[src/rtl/mdrop_pkg.sv]
package mdrop_pkg;

    typedef enum logic [1:0] {
        ST_BYPASS   = 2'd0,
        ST_HUNT     = 2'd1,
        ST_SELECTED = 2'd2
    } sess_state_t;

endpackage

[src/rtl/mdrop_addr_reg.sv]
module mdrop_addr_reg #(
    parameter int              DATA_W     = 8,
    parameter logic [DATA_W-1:0] RESET_ADDR = '0
) (
    input  logic              clk,
    input  logic              rst_n,
    input  logic              wr_en,
    input  logic [DATA_W-1:0] wr_data,
    output logic [DATA_W-1:0] addr_q
);

    always_ff @(posedge clk or negedge rst_n) begin
        if (!rst_n) begin
            addr_q <= RESET_ADDR;
        end else if (wr_en) begin
            addr_q <= wr_data;
        end
    end

endmodule

[src/rtl/mdrop_irq_latch.sv]
module mdrop_irq_latch (
    input  logic clk,
    input  logic rst_n,
    input  logic set_i,
    input  logic clr_i,
    output logic irq_o
);

    // set has priority so an event arriving with the acknowledge is kept
    always_ff @(posedge clk or negedge rst_n) begin
        if (!rst_n) begin
            irq_o <= 1'b0;
        end else if (set_i) begin
            irq_o <= 1'b1;
        end else if (clr_i) begin
            irq_o <= 1'b0;
        end
    end

endmodule

[src/rtl/mdrop_session_fsm.sv]
module mdrop_session_fsm
    import mdrop_pkg::*;
#(
    parameter int DATA_W = 8
) (
    input  logic              clk,
    input  logic              rst_n,
    input  logic              filt_en,
    input  logic              rx_valid,
    input  logic [DATA_W-1:0] rx_data,
    input  logic              rx_ninth,
    input  logic [DATA_W-1:0] node_addr,
    output logic              out_valid,
    output logic [DATA_W-1:0] out_data,
    output logic              out_ninth,
    output logic              addr_hit,
    output logic              addressed
);

    sess_state_t state_q, state_d;

    logic is_addr_word;
    logic is_data_word;
    logic byte_match;
    logic fwd_d;
    logic hit_d;

    assign is_addr_word = rx_valid &&  rx_ninth;
    assign is_data_word = rx_valid && !rx_ninth;
    assign byte_match   = (rx_data == node_addr);

    // next state and decisions
    always_comb begin
        state_d = state_q;
        fwd_d   = 1'b0;
        hit_d   = 1'b0;
        if (!filt_en) begin
            state_d = ST_BYPASS;
            fwd_d   = rx_valid;
        end else begin
            unique case (state_q)
                ST_BYPASS: begin
                    if (is_addr_word && byte_match) begin
                        state_d = ST_SELECTED;
                        hit_d   = 1'b1;
                    end else begin
                        state_d = ST_HUNT;
                    end
                end
                ST_HUNT: begin
                    if (is_addr_word && byte_match) begin
                        state_d = ST_SELECTED;
                        hit_d   = 1'b1;
                    end
                end
                ST_SELECTED: begin
                    if (is_addr_word) begin
                        if (byte_match) begin
                            hit_d = 1'b1;
                        end else begin
                            state_d = ST_HUNT;
                        end
                    end else if (is_data_word) begin
                        fwd_d = 1'b1;
                    end
                end
                default: state_d = ST_HUNT;
            endcase
        end
    end

    // state register
    always_ff @(posedge clk or negedge rst_n) begin
        if (!rst_n) begin
            state_q <= ST_BYPASS;
        end else begin
            state_q <= state_d;
        end
    end

    // registered outputs
    always_ff @(posedge clk or negedge rst_n) begin
        if (!rst_n) begin
            out_valid <= 1'b0;
            out_data  <= '0;
            out_ninth <= 1'b0;
            addr_hit  <= 1'b0;
        end else begin
            out_valid <= fwd_d;
            addr_hit  <= hit_d;
            if (fwd_d) begin
                out_data  <= rx_data;
                out_ninth <= rx_ninth;
            end
        end
    end

    assign addressed = (state_q == ST_SELECTED);

endmodule

[src/rtl/mdrop_addr_filter.sv]
module mdrop_addr_filter
    import mdrop_pkg::*;
#(
    parameter int                DATA_W     = 8,
    parameter logic [DATA_W-1:0] RESET_ADDR = '0
) (
    input  logic              clk,
    input  logic              rst_n,
    input  logic              filt_en,
    input  logic              irq_en,
    input  logic              irq_clear,
    input  logic              addr_wr,
    input  logic [DATA_W-1:0] addr_wdata,
    input  logic              rx_valid,
    input  logic [DATA_W-1:0] rx_data,
    input  logic              rx_ninth,
    output logic              out_valid,
    output logic [DATA_W-1:0] out_data,
    output logic              out_ninth,
    output logic              addr_hit,
    output logic              irq,
    output logic              addressed
);

    logic [DATA_W-1:0] node_addr_q;
    logic              irq_set;

    mdrop_addr_reg #(
        .DATA_W     (DATA_W),
        .RESET_ADDR (RESET_ADDR)
    ) u_addr (
        .clk     (clk),
        .rst_n   (rst_n),
        .wr_en   (addr_wr),
        .wr_data (addr_wdata),
        .addr_q  (node_addr_q)
    );

    mdrop_session_fsm #(
        .DATA_W (DATA_W)
    ) u_fsm (
        .clk       (clk),
        .rst_n     (rst_n),
        .filt_en   (filt_en),
        .rx_valid  (rx_valid),
        .rx_data   (rx_data),
        .rx_ninth  (rx_ninth),
        .node_addr (node_addr_q),
        .out_valid (out_valid),
        .out_data  (out_data),
        .out_ninth (out_ninth),
        .addr_hit  (addr_hit),
        .addressed (addressed)
    );

    // every node flags every address character, independent of match
    assign irq_set = rx_valid && rx_ninth && irq_en;

    mdrop_irq_latch u_irq (
        .clk   (clk),
        .rst_n (rst_n),
        .set_i (irq_set),
        .clr_i (irq_clear),
        .irq_o (irq)
    );

endmodule

[config.mk]
export PLATFORM = sky130hd
export DESIGN_NAME = mdrop_addr_filter
export DESIGN_NICKNAME = d
export VERILOG_FILES = /design/src/rtl/mdrop_pkg.sv /design/src/rtl/mdrop_addr_reg.sv /design/src/rtl/mdrop_irq_latch.sv /design/src/rtl/mdrop_session_fsm.sv /design/src/rtl/mdrop_addr_filter.sv
export SDC_FILE = /design/constraint.sdc
export NUM_CORES = 1
export LEC_CHECK = 0
export BUFFER_PORTS_ARGS = -buffer_cell sky130_fd_sc_hd__buf_4
export CAP_MARGIN = 15
export CORE_MARGIN = 2
export CORE_UTILIZATION = 50
export DETAILED_ROUTE_END_ITERATION = 10
export GPL_TIMING_DRIVEN = 0
export PLACE_DENSITY = 0.8
export SLEW_MARGIN = 30
export SYNTH_ARGS = -nofsm -noshare
export SYNTH_HDL_FRONTEND = slang
export SYNTH_SLANG_ARGS = --single-unit
[constraint.sdc]
create_clock -name clk -period 3.1 [get_ports clk]
set_input_delay 0.31 -clock clk [delete_from_list [all_inputs] [get_ports clk]]
set_output_delay 0.31 -clock clk [all_outputs]
set_load 0.01 [all_outputs]
==> metrics.txt, run 1 <==
Final Max Slew Viols=0; total negative slack=0 ns; final instance area=0.001282 sq mm; fin crit period=1.420 ns; post-DP HPWL=1338 um; vias in the first global route=646; WP data arrival=1.63 ns; Post-synth EDFFs=0; Syn Area/Cell=13.23 sq um; Ports=37; reg-to-reg critical path startpoint=u_addr.addr_q[6]; Mapped Cells=70; critical path required time=3.31 ns; Nets=135; post-synth top area share=0.5946; vias per cell=4.926; Worst Setup End Kind=flop; hold depth=2; Lkg Pwr=0.6378 nW; H-tree levels=1; GRT overflow=0; GRT Total Usage=0.1820; post-synthesis sequential area ratio=0.5946; drt first-iter violations=9; DRT Pass-1 Iters=2; area delta synth->final=38.51%; M1 wire length=655 um; global-route wire length before repair=2732 um; placed inst area=0.001220 sq mm; reg2reg end=u_fsm.state_q[0]; Synth warnings=0; ratio of final minimum period to clock period=0.4582; RSZ-0062 raised after global routing=no; Top Layer Used=met4; final core utilization=0.7428; met3 wire length=95 um; Hold Fails Final Rpt=0; largest net degree at the start of global routing=23; synth cell count leaders=dfrtp_1, mux2_2, xor2_1, inv_1, nand2_1; Final setup viols=0; row cnt=15; Peak Freq=0.7040 GHz; pre-CTS setup slack=1.649 ns; area of the multi-input gates=349.1 sq um; Mapped Area=925.9 sq um; Yosys top cell by area=dfrtp_1; die width=47.03 um; DIE HEIGHT=47.03 um; most common cell in the synthesized netlist=dfrtp_1; Crit Path Class=flop to flop; Post-synth ARST share=1.000; initial antenna violation count=0; CTS tree=done; Num CTS Buffers=3; wire length on met2=951 um; Sequential Area=550.5 sq um; post-route clock skew=0.008708 ns; Most used DFF post-synth=dfrtp_1; min-delay src=rx_valid; run status=completed; routed wire length=1712 um; placed cells=130; final setup margin=1.680 ns; worst vdd ir=0.3369 mV; post-synthesis cell type count=19; worst slew pin tran=0.4596 ns; CP max FO=3; PortBufs=35; area of the core=0.001727 sq mm; Clock Pin Slew Worst Setup and Hold Paths=0.12 ns; die area=0.002212 sq mm; syn_nets=94; max cap viols=0; power per standard cell area=522.7 mW/mm^2; post-route ant nets=0; Worst R2R Path Depth=4; Layout fillers=142; setup slack, reg-to-reg=1.68 ns; DRC=0; Area contributors post-synth=dfrtp_1, mux2_2, xor2_1; Root Buffer=clkbuf_4; CTS Buffer Depth=2; Hold EP=u_fsm.out_ninth; max_slew headroom=0.6936; worst hold path class=primary input to flop; Avg WL per Cell=12.68 um; placer's final routability congestion estimate=0.6575; total clock sinks=22; Yosys reg bits=22; # diodes=0; post-CTS sizing=0; worst-skew pair later-pin latency=0.30 ns; Initial Utilization=0.5362; worst hold slack=0.2233 ns; DR vias=665; ratio of cells with drive above 1 in the final layout=0.5091; Final Total Pwr=0.6703 mW; Post-Layout Cell Count=135; Startpoint Class=flop
-- area by class of cell --
cell class,count,share of cell area
repair buffers,36,0.2127
well taps,25,0.02439
clock inverters,1,0.02341
multi-input cells,41,0.2722
plain buffers,1,0.002927
flip-flops and latches,22,0.4293
inverters,6,0.01756
clock buffers,3,0.01756
-- cell families (layout without fill, tap and decap cells) --
family	Yosys count	count (layout)	synth area share
compound gates	6	6	0.04460
xor+xnor	8	8	0.07568
buf+inv	7	47	0.02837
flops	22	22	0.5946
mux	16	16	0.1946
simple gates	11	11	0.06217
-- placed cells by master (no fill, tap or decap), drive strengths merged --
master	Yosys	routed
a21oi	2	2
a22o	1	1
a31oi	1	1
and2	1	1
buf	0	35
bufinv	0	1
clkbuf	1	4
dfrtp	22	22
dlygate4sd3	0	1
inv	6	6
mux2	16	16
nand2	4	4
nand2b	2	2
nand4	1	1
nor2	1	1
nor3	1	1
nor4	1	1
o21ai	1	1
o221a	1	1
xnor2	1	1
xor2	7	7
-- registers in the layout, indices dropped and copies added, names as in the netlist --
name	flops
u_fsm.out_ninth	1
u_fsm.out_valid	1
u_addr.addr_q	8
u_fsm.addr_hit	1
u_fsm.state_q	2
u_fsm.out_data	8
u_irq.irq_o	1
-- how the worst max path moves through the flow --
stage | startpoint | to | cells past startpoint
after floorplan | u_addr.addr_q[6] | u_fsm.state_q[0] | 4
after global placement | rx_data[6] | u_fsm.state_q[0] | 5
after detailed placement | rx_data[6] | u_fsm.state_q[0] | 5
after CTS | u_addr.addr_q[6] | u_fsm.state_q[0] | 4
after global routing | u_addr.addr_q[6] | u_fsm.state_q[0] | 4
final | u_addr.addr_q[6] | u_fsm.state_q[0] | 4
-- power by group --
part | internal (mW) | switching [mW]
combinational | 0.0740 | 0.0485
sequential | 0.317 | 0.0167
clock | 0.131 | 0.0839
total | 0.521 | 0.149
-- critical path, cell delays in order, from the launching register on --
cell     delay (ns)
dfrtp_1        0.41
xor2_1         0.16
nor4_1         0.30
nand4_1        0.20
o221a_1        0.26
-- per-layer routing --
metal,up-vias,GRT usage
li1,316,-
met4,0,0.08333
met5,-,0
met2,21,0.3315
met1,326,0.2040
met3,2,0.03462
-- what timing repair did --
item / in CTS / in global routing
hold buffers: 1 / 0
buffers inserted: 0 / 0
endpoints found under the hold margin: 22 / 0
Power figures use the tool's default switching activity.
==> run 2, diff against run 1 <==
--- a/config.mk
+++ b/config.mk
@@ -8,10 +8,10 @@
 export BUFFER_PORTS_ARGS = -buffer_cell sky130_fd_sc_hd__buf_4
 export CAP_MARGIN = 15
 export CORE_MARGIN = 2
-export CORE_UTILIZATION = 50
+export CORE_UTILIZATION = 42
 export DETAILED_ROUTE_END_ITERATION = 10
 export GPL_TIMING_DRIVEN = 0
-export PLACE_DENSITY = 0.8
+export PLACE_DENSITY = 0.72
 export SLEW_MARGIN = 30
 export SYNTH_ARGS = -nofsm -noshare
 export SYNTH_HDL_FRONTEND = slang
==> constraint.sdc (replaced) <==
create_clock -name clk -period 1.15 [get_ports clk]
set_input_delay 0.115 -clock clk [delete_from_list [all_inputs] [get_ports clk]]
set_output_delay 0.115 -clock clk [all_outputs]
set_load 0.01 [all_outputs]
==> metrics.txt, run 2 (same netlist as run 1, synthesis figures left out) <==
# diodes=0; Clk pwr share=0.319; largest net degree at the start of global routing=23; DR vias=690; worst vdd ir=0.8365 mV; CTS tree=done; Startpoint Class=flop; die area=0.002596 sq mm; final setup margin=-0.2050 ns; CP max FO=3; combinational share of power=0.192; CTS Buffer Depth=2; biggest regs=u_addr.addr_q: 8 flops, u_fsm.out_data: 8 flops, u_fsm.state_q: 2 flops; RSZ-0062 raised after global routing=yes; Peak Freq=0.7380 GHz; power per standard cell area=1355 mW/mm^2; row cnt=16; worst slew pin tran=0.4755 ns; failing checks=negative setup slack; run status=finished, violations left; DIE HEIGHT=50.95 um; Root Buffer=clkbuf_4; GRT overflow=0; critical path required time=1.35 ns; drt first-iter violations=0; max_slew headroom=0.6830; routed wire length=1922 um; fin crit period=1.355 ns; total negative slack=-1.215 ns; Initial Utilization=0.4579; most common cell after layout, fill and taps aside=buf_4; post-DP HPWL=1344 um; PortBufs=35; placed inst area=0.001234 sq mm; Hold Fails Final Rpt=0; highest-delay cell along the critical path=dfrtp_1; Worst Setup End Kind=flop; WP data arrival=1.56 ns; post-route clock skew=0.005053 ns; GRT Total Usage=0.1578; ratio of final minimum period to clock period=1.178; Reg power frac=0.489; global-route wire length before repair=2973 um; DRT Pass-1 Iters=1; initial antenna violation count=0; worst hold path class=primary input to flop; area delta synth->final=46.35%; vias in the first global route=663; placer's final routability congestion estimate=0.7159; Psw=0.4247 mW; vias per cell=4.894; Final setup viols=11; internal power=1.411 mW; max cap viols=0; die width=50.95 um; final instance area=0.001355 sq mm; ratio of cells with drive above 1 in the final layout=0.5702; Clock Pin Slew Worst Setup and Hold Paths=0.12 ns; Final Max Slew Viols=0; area of the core=0.002022 sq mm; Lkg Pwr=0.6701 nW; total clock sinks=22; post-route ant nets=0; Nets=139; crit path cell chain=xor2_1, nor4_2, nand4_1, o221a_1; Sw Ratio=0.2314; Ports=37; DRC=0; Num CTS Buffers=3; most frequent cells in the layout=buf_4, dfrtp_1, mux2_2, xor2_1, inv_1; worst-skew pair later-pin latency=0.30 ns; CP peak stage delay=0.41 ns; H-tree levels=1; Avg WL per Cell=13.63 um; Crit Path Class=flop to flop
run 2: changes by cell type in the layout (fill, tap and decap cells not counted), sizes merged:
cell	previous run	this run
nand2	4	5
buf	35	38
run 2: worst paths after layout:
check	startpoint	end	slack, ns	depth (start not counted)
setup / recovery	u_addr.addr_q[4]	u_fsm.state_q[0]	-0.20	4
hold / removal	irq_en	u_irq.irq_o	0.03	2
setup reg to reg	u_addr.addr_q[4]	u_fsm.state_q[0]	-0.20	4
hold reg to reg	u_fsm.out_data[4]	u_fsm.out_data[4]	0.52	1
max in group asynchronous	rst_n	u_fsm.out_data[7]	0.71	2
min in group asynchronous	rst_n	u_fsm.out_valid	0.22	2
run 2: final cells by class:
type / count / area, sq um
Sequential cell: 22 / 550.5
Buffer: 1 / 3.754
Inverter: 6 / 22.52
Fill cell: 166 / 666.9
Clock inverter: 1 / 30.03
Timing Repair Buffer: 39 / 299.0
Tap cell: 27 / 33.78
Clock buffer: 3 / 22.52
Multi-Input combinational cell: 42 / 392.9
run 2: worst max-delay path, delay by kind of cell, from the launching register on:
family | cells | cell delay [ns]
xor gates and xnor gates | 1 | 0.16
DFF | 1 | 0.41
AOI/OAI and AO/OA | 1 | 0.24
and+or+nand+nor | 2 | 0.45
run 2: layer usage:
layer,track usage,vias up,part of all wire
li1,-,328,-
met4,0.06757,0,0.0057
met2,0.2684,22,0.53
met1,0.1950,338,0.41
met5,0,-,0
met3,0.02924,2,0.055
run 2: per-stage QoR:
stage          total power, mW  instances  hold slack [ns]    util  worst slack, ns
6_report                 1.835        141          0.03065  0.6702          -0.2050
3_3_place_gp             1.237        132          0.01909  0.6101          -0.2336
3_5_place_dp             1.251        132          0.01780  0.6101          -0.2190
4_1_cts                  1.848        140          0.02527  0.6603          -0.2460
2_1_floorplan            1.059         70          -0.1806       -         -0.08494
5_1_grt                  1.922        141          0.02054  0.6702          -0.3051
run 2: repair_timing:
item,in CTS,in global routing
endpoints found under the hold margin,22,0
resized for setup,3,4
hold buffers,1,0
pin swaps,6,1
setup buffers,2,1
setup endpoints to repair,11,12
cloned,1,0
run 2: power groups by stage:
stage / logic [mW] / clock network, mW / registers [mW]
3_3_place_gp: 0.328 / 0 / 0.909
5_1_grt: 0.382 / 0.628 / 0.911
3_5_place_dp: 0.336 / 0 / 0.915
4_1_cts: 0.351 / 0.598 / 0.899
6_report: 0.352 / 0.585 / 0.898
2_1_floorplan: 0.127 / 0 / 0.932
==> run 3, diff against run 2 <==
--- a/config.mk
+++ b/config.mk
@@ -11,7 +11,7 @@
 export CORE_UTILIZATION = 42
 export DETAILED_ROUTE_END_ITERATION = 10
 export GPL_TIMING_DRIVEN = 0
-export PLACE_DENSITY = 0.72
+export PLACE_DENSITY_LB_ADDON = 0.12
 export SLEW_MARGIN = 30
 export SYNTH_ARGS = -nofsm -noshare
 export SYNTH_HDL_FRONTEND = slang
==> constraint.sdc (replaced) <==
create_clock -name clk -period 1.16 [get_ports clk]
set_input_delay 0.116 -clock clk [delete_from_list [all_inputs] [get_ports clk]]
set_output_delay 0.116 -clock clk [all_outputs]
set_load 0.01 [all_outputs]
==> metrics.txt, run 3 (same netlist as run 1, synthesis figures left out) <==
Hold Fails Final Rpt=0; CTS tree=done; DRC=0; ratio of cells with drive above 1 in the final layout=0.5575; drt first-iter violations=12; area of the multi-input gates=387.9 sq um; area delta synth->final=45.00%; Nets=138; Sequential Area=550.5 sq um; Final Max Slew Viols=0; Avg WL per Cell=13.34 um; biggest regs=u_addr.addr_q: 8 flops, u_fsm.out_data: 8 flops, u_fsm.state_q: 2 flops; final instance area=0.001343 sq mm; worst slew pin tran=0.4597 ns; reg2reg end=u_fsm.state_q[0]; area of the core=0.002022 sq mm; global-route wire length before repair=3029 um; DRT Pass-1 Iters=4; Root Buffer=clkbuf_4; Startpoint Class=flop; Initial Utilization=0.4579; # diodes=0; Clock Pin Slew Worst Setup and Hold Paths=0.13 ns; die area=0.002596 sq mm; final setup margin=-0.2266 ns; row cnt=16; vias per cell=4.864; Crit Path Class=flop to flop; final core utilization=0.6640; GRT overflow=0; CP Launch Point=u_addr.addr_q[4]; WP data arrival=1.59 ns; min-delay src=addr_wdata[6]; worst-skew pair later-pin latency=0.31 ns; post-route clock skew=0.006625 ns; setup slack, reg-to-reg=-0.23 ns; PortBufs=35; most frequent cells in the layout=buf_4, dfrtp_1, mux2_2, xor2_1, inv_1; max cap viols=0; Worst Setup End Kind=flop; power per standard cell area=1348 mW/mm^2; critical path required time=1.36 ns; H-tree levels=1; placed inst area=0.001234 sq mm; initial antenna violation count=0; failing checks=negative setup slack; Ports=37; post-DP HPWL=1306 um; most common cell after layout, fill and taps aside=buf_4; hold depth=2; Layout fillers=177; worst hold path class=primary input to flop; Hold EP=u_addr.addr_q[6]; RSZ-0062 raised after global routing=yes; fin crit period=1.387 ns; Worst R2R Path Depth=4; Num CTS Buffers=3; placer's final routability congestion estimate=0.7199; CTS Buffer Depth=2; worst hold slack=0.02887 ns; DR vias=681; ratio of final minimum period to clock period=1.195; vias in the first global route=671; GRT Total Usage=0.1665; reg-to-reg critical path startpoint=u_addr.addr_q[4]; die width=50.95 um; placed cells=132; max_slew headroom=0.6936; total clock sinks=22; CP max FO=2; Lkg Pwr=0.6645 nW; Final setup viols=11; run status=finished, violations left; pre-CTS setup slack=-0.2517 ns; DIE HEIGHT=50.95 um; Post-Layout Cell Count=140; routed wire length=1868 um; Peak Freq=0.7212 GHz; post-route ant nets=0; worst vdd ir=0.7806 mV; largest net degree at the start of global routing=23
-- run 3: cell types whose count changed in the layout (fill, tap and decap cells not counted) --
cell / delta
a21oi_1: -1
a21oi_2: +1
buf_4: -1
nor2_1: +1
nor2_2: -1
nor4_1: +1
nor4_2: -1
-- run 3: timing repair --
item	in CTS	in global routing
hold buffers	1	0
gates cloned	1	0
pin swaps	8	4
endpoints found under the hold margin	22	0
buffers inserted	2	0
setup endpoints to repair	11	12
gates resized for setup	4	2
-- run 3: how the worst max path moves through the flow --
stage                                  end  slack (ns)  cells after the start
after floorplan           u_fsm.state_q[0]       -0.07                      4
after global placement    u_fsm.state_q[0]       -0.23                      4
after detailed placement  u_fsm.state_q[0]       -0.25                      4
after CTS                 u_fsm.state_q[0]       -0.24                      4
after global routing      u_fsm.state_q[1]       -0.30                      5
final                     u_fsm.state_q[0]       -0.23                      4
-- run 3: through the flow --
step | setup TNS [ns] | power (mW)
6_report | -1.351 | 1.810
2_1_floorplan | -0.07494 | 1.050
5_1_grt | -1.987 | 1.900
3_5_place_dp | -1.425 | 1.236
4_1_cts | -1.305 | 1.836
3_3_place_gp | -1.144 | 1.226
-- run 3: final cells by class --
cell class / instances / area share
flip-flops and latches: 22 / 0.4101
multi-input cells: 42 / 0.2889
repair buffers: 38 / 0.2171
well taps: 27 / 0.02516
clock inverters: 1 / 0.02237
clock buffers: 3 / 0.01678
inverters: 6 / 0.01678
plain buffers: 1 / 0.002796
-- run 3: metal layers --
metal  global-route usage  share of wire  vias up
met2               0.2771           0.50       27
li1                     -              -      325
met5                    0              0        -
met1               0.1947           0.41      325
met3              0.03216          0.070        4
met4               0.1081          0.022        0
-- run 3: worst max-delay path: stages (launching register included) --
cell	delay, ns
dfrtp_1	0.42
xor2_1	0.14
nor4_1	0.32
nand4_1	0.17
o221a_1	0.23
-- run 3: power by group --
group          internal (mW)  switching (mW)
clock                  0.349           0.233
sequential             0.846          0.0426
combinational          0.202           0.138
total                   1.40           0.413
